### config.mk
export PLATFORM = sky130hd
export DESIGN_NAME = dual_en_counter
export DESIGN_NICKNAME = d
export VERILOG_FILES = /design/src/rtl/dual_en_counter.sv
export SDC_FILE = /design/constraint.sdc
export NUM_CORES = 1
export LEC_CHECK = 0
export CAP_MARGIN = 20
export CORE_AREA = 3 3 40 42
export CTS_CLUSTER_SIZE = 8
export DETAILED_ROUTE_END_ITERATION = 6
export DIE_AREA = 0 0 43 45
export DONT_BUFFER_PORTS = 1
export SYNTH_ARGS = -nofsm -noshare
export SYNTH_HDL_FRONTEND = slang
export SYNTH_SLANG_ARGS = --single-unit
### constraint.sdc
create_clock -name clk -period 1 [get_ports clk]
set_input_delay 0 -clock clk [delete_from_list [all_inputs] [get_ports clk]]
set_output_delay 0 -clock clk [all_outputs]
set_load 0.02 [all_outputs]
### src/rtl/dual_en_counter.sv
module dual_en_counter #(
  parameter int WIDTH   = 4,
  parameter bit WRAP_EN = 1'b0,
  parameter int WRAP_LO = 3,
  parameter int WRAP_HI = 13
) (
  input  logic             clk,
  input  logic             clr_n,
  input  logic             ld_n,
  input  logic [WIDTH-1:0] din,
  input  logic             en_p,
  input  logic             en_t,
  output logic [WIDTH-1:0] q,
  output logic             rco
);
  localparam logic [WIDTH-1:0] TOP = {WIDTH{1'b1}};
  localparam logic [WIDTH-1:0] LO  = WIDTH'(WRAP_LO);
  localparam logic [WIDTH-1:0] HI  = WIDTH'(WRAP_HI);

  logic             run;
  logic [WIDTH-1:0] nxt;

  assign run = en_p & en_t;

  generate
    if (WRAP_EN) begin : g_wrap
      assign nxt = (q == HI) ? LO : q + 1'b1;
    end else begin : g_free
      assign nxt = q + 1'b1;
    end
  endgenerate

  always_ff @(posedge clk) begin
    if (!clr_n)     q <= '0;
    else if (!ld_n) q <= din;
    else if (run)   q <= nxt;
  end

  assign rco = en_t & (q == TOP);

  logic armed = 1'b0;
  always_ff @(posedge clk) if (!clr_n) armed <= 1'b1;

  assert_clear_zero_R1: assert property (@(posedge clk) disable iff (!armed)
    !clr_n |=> q == '0);
  assert_load_copies_R2: assert property (@(posedge clk) disable iff (!armed)
    (clr_n && !ld_n) |=> q == $past(din));
  assert_hold_when_off_R4: assert property (@(posedge clk) disable iff (!armed)
    (clr_n && ld_n && !(en_p && en_t)) |=> $stable(q));
  assert_carry_at_top_R6: assert property (@(posedge clk) disable iff (!armed)
    rco |-> (q == TOP && en_t));
  assert_step_R3: assert property (@(posedge clk) disable iff (!armed)
    (clr_n && ld_n && en_p && en_t && !(WRAP_EN && q == HI)) |=> q == $past(q) + 1'b1);
  assert_reload_low_R8: assert property (@(posedge clk) disable iff (!armed)
    (WRAP_EN && clr_n && ld_n && en_p && en_t && q == HI) |=> q == LO);
endmodule

==> metrics.txt <==
outcome=completed; die area=0.00194 sq mm; Critical Path AT=0.98 ns; fill cell count=140; Slew Limit Headroom=85.2%; Final ANT Viol Nets=0; Pwr Density=1270 mW/mm^2; most flop-heavy register=q; Slew @ Worst Pin=0.221 ns; syn avg cell area=8.55 sq um; DIE WIDTH=43 microns; Buf/Inv on CP=0; layout cells sized above 1=38.1%; Largest regs=q x4; post-synth cell types=15; CP max FO=3; total gr overflow=0; RSZ-0062 raised after global routing=true; TritonCTS clock tree=yes; Bufs on Longest Clock Path=2; drt via density=4.23; die height=45 microns; CTS root buf=clkbuf_4; final cell count without fillers=57; Slowest-stage cell, CP=dfxtp_4; clk slew on worst S/H paths=0.04 ns; Clock Skew=0.00659 ns; Tcrit/Tclk final=98.4%; n_diodes=0; Via Count=241; crit start category=flip-flop; pin count of the biggest net entering global routing=8; first drt pass iteration count=2; Synth Warn #=0; Max VDD drop=0.481 mV; # nets final=53; max-slew violations=0; WS Path Type=reg -> out; number of H-tree levels=1; gpl congestion=0.716; Power Total=512 uW; drt wl/cell=10.4 microns; clk_lat worst skew=0.23 ns; Synth Register Bits=4; Critical Path RT=1.00 ns; Mapped Area=205 sq um; minimum clock period=0.984 ns; endpoint type of the worst setup path=output pin; Leakage=0.000156 uW; Cells after Synth=24; final setup fails=0; DRT iter0 DRCs=1; Rows=13; register area share after synthesis=39.0%; max_cap viols=0; final hold violations=0; Initial Utilization=16.0%; IO buf count=0; clock sinks=4; Cell Chain, Critical Path=ha_4 -> and4_4; max reg flops=4; slowest stage delay, CP=0.36 ns; area delta synth->final=96.3%; first-pass GRT wire length=1060 microns; Total Routing Usage GR=7.90%; CTS Buf Count=3; crit-path leading delay family=flip-flops; placed instance count=43; vias in the first global route=264; DRC viols=0; Max Clk Rate=1.02 GHz; Worst Hold Class=in -> reg; Total Wirelength=594 microns; Synth Net Count=34; I/O Pins=14; Detailed Place HPWL=422 microns; core area=0.00128 sq mm; initial antenna violation count=0
-- worst register-to-register path, stage by stage, from the launching register on --
cell and delay (ns):
dfxtp_4 0.36, nand3_1 0.08, or3_1 0.31, a31oi_1 0.13
-- power breakdown --
group | leakage [uW] | internal, uW | switching [uW]
clock | 0.0000150 | 150 | 65.9
combinational | 0.000106 | 61.3 | 51.7
sequential | 0.0000347 | 173 | 10.7
total | 0.000156 | 384 | 128
-- synth_stat cells --
cell type	count	area, sq um
a311oi_1	1	8.76
o21ai_0	3	15.0
a31oi_1	1	6.26
nand2_2	1	6.26
nand2_1	1	3.75
nand3_1	3	15.0
dfxtp_1	4	80.1
inv_1	1	3.75
a211oi_1	1	7.51
a21oi_1	1	5.00
xor2_1	2	17.5
ha_1	1	12.5
nor2_1	2	7.51
or3_1	1	6.26
and4_2	1	10.0
-- path summary, 6_finish.rpt --
check        slack [ns]  cells after the start  startpoint  endpoint
min reg2reg        0.53                      2        q[3]      q[3]
max                0.02                      2        q[0]       rco
max reg2reg        0.04                      3        q[0]      q[3]
min                0.01                      2        ld_n      q[3]
-- stage by stage --
stage	worst slack (ns)	util (%)	instance area [sq um]	TNS, ns	hold WS [ns]
after global routing	-0.0593	31.4	403	-0.104	0.0350
after CTS	0.00331	30.8	395	0	0.00000744
after detailed placement	-0.0159	20.3	260	-0.0159	0.0857
final	0.0159	31.4	403	0	0.0124
after global placement	-0.00300	20.3	260	-0.00300	0.0848
after floorplan	0.00686	-	211	0	0.0819
-- cell families after synthesis --
family	share of synthesized area, %
and+or+nand+nor	23.8
AOI/OAI and AO/OA	20.7
DFF	39.0
xor gates and xnor gates	8.54
buffers and inverters	1.83
adders and majority gates	6.10
-- repair_timing --
action,CTS,global route
hold buffers,8,0
setup endpoints to repair,4,4
hold endpoints to repair,4,0
setup buffers,2,0
resized for setup,3,2
pin swaps,3,2
-- cell usage in the layout, fill, tap and decap left out, types with 2 or more instances in the layout --
master / instances
buf_4: 6
clkbuf_4: 3
dfxtp_4: 2
dlygate4sd3_1: 8
nand3_1: 2
nor2_1: 2
o21ai_0: 3
xor2_1: 2
-- routing by layer --
metal	track usage (%)	share of wire, %
met4	7.23	1.5
met3	4.78	13
met5	0	0
met1	7.67	42
met2	11.7	43
-- area by class of cell --
| type | instances | area, sq um | share of cell area [%] |
|---|---|---|---|
| multi-input cells | 19 | 140 | 34.8 |
| repair buffers | 14 | 125 | 31.1 |
| flip-flops and latches | 4 | 88.8 | 22.0 |
| clock buffers | 4 | 26.3 | 6.52 |
| well taps | 15 | 18.8 | 4.66 |
| inverters | 1 | 3.75 | 0.932 |
No activity file was read; power rests on OpenSTA's default activity.
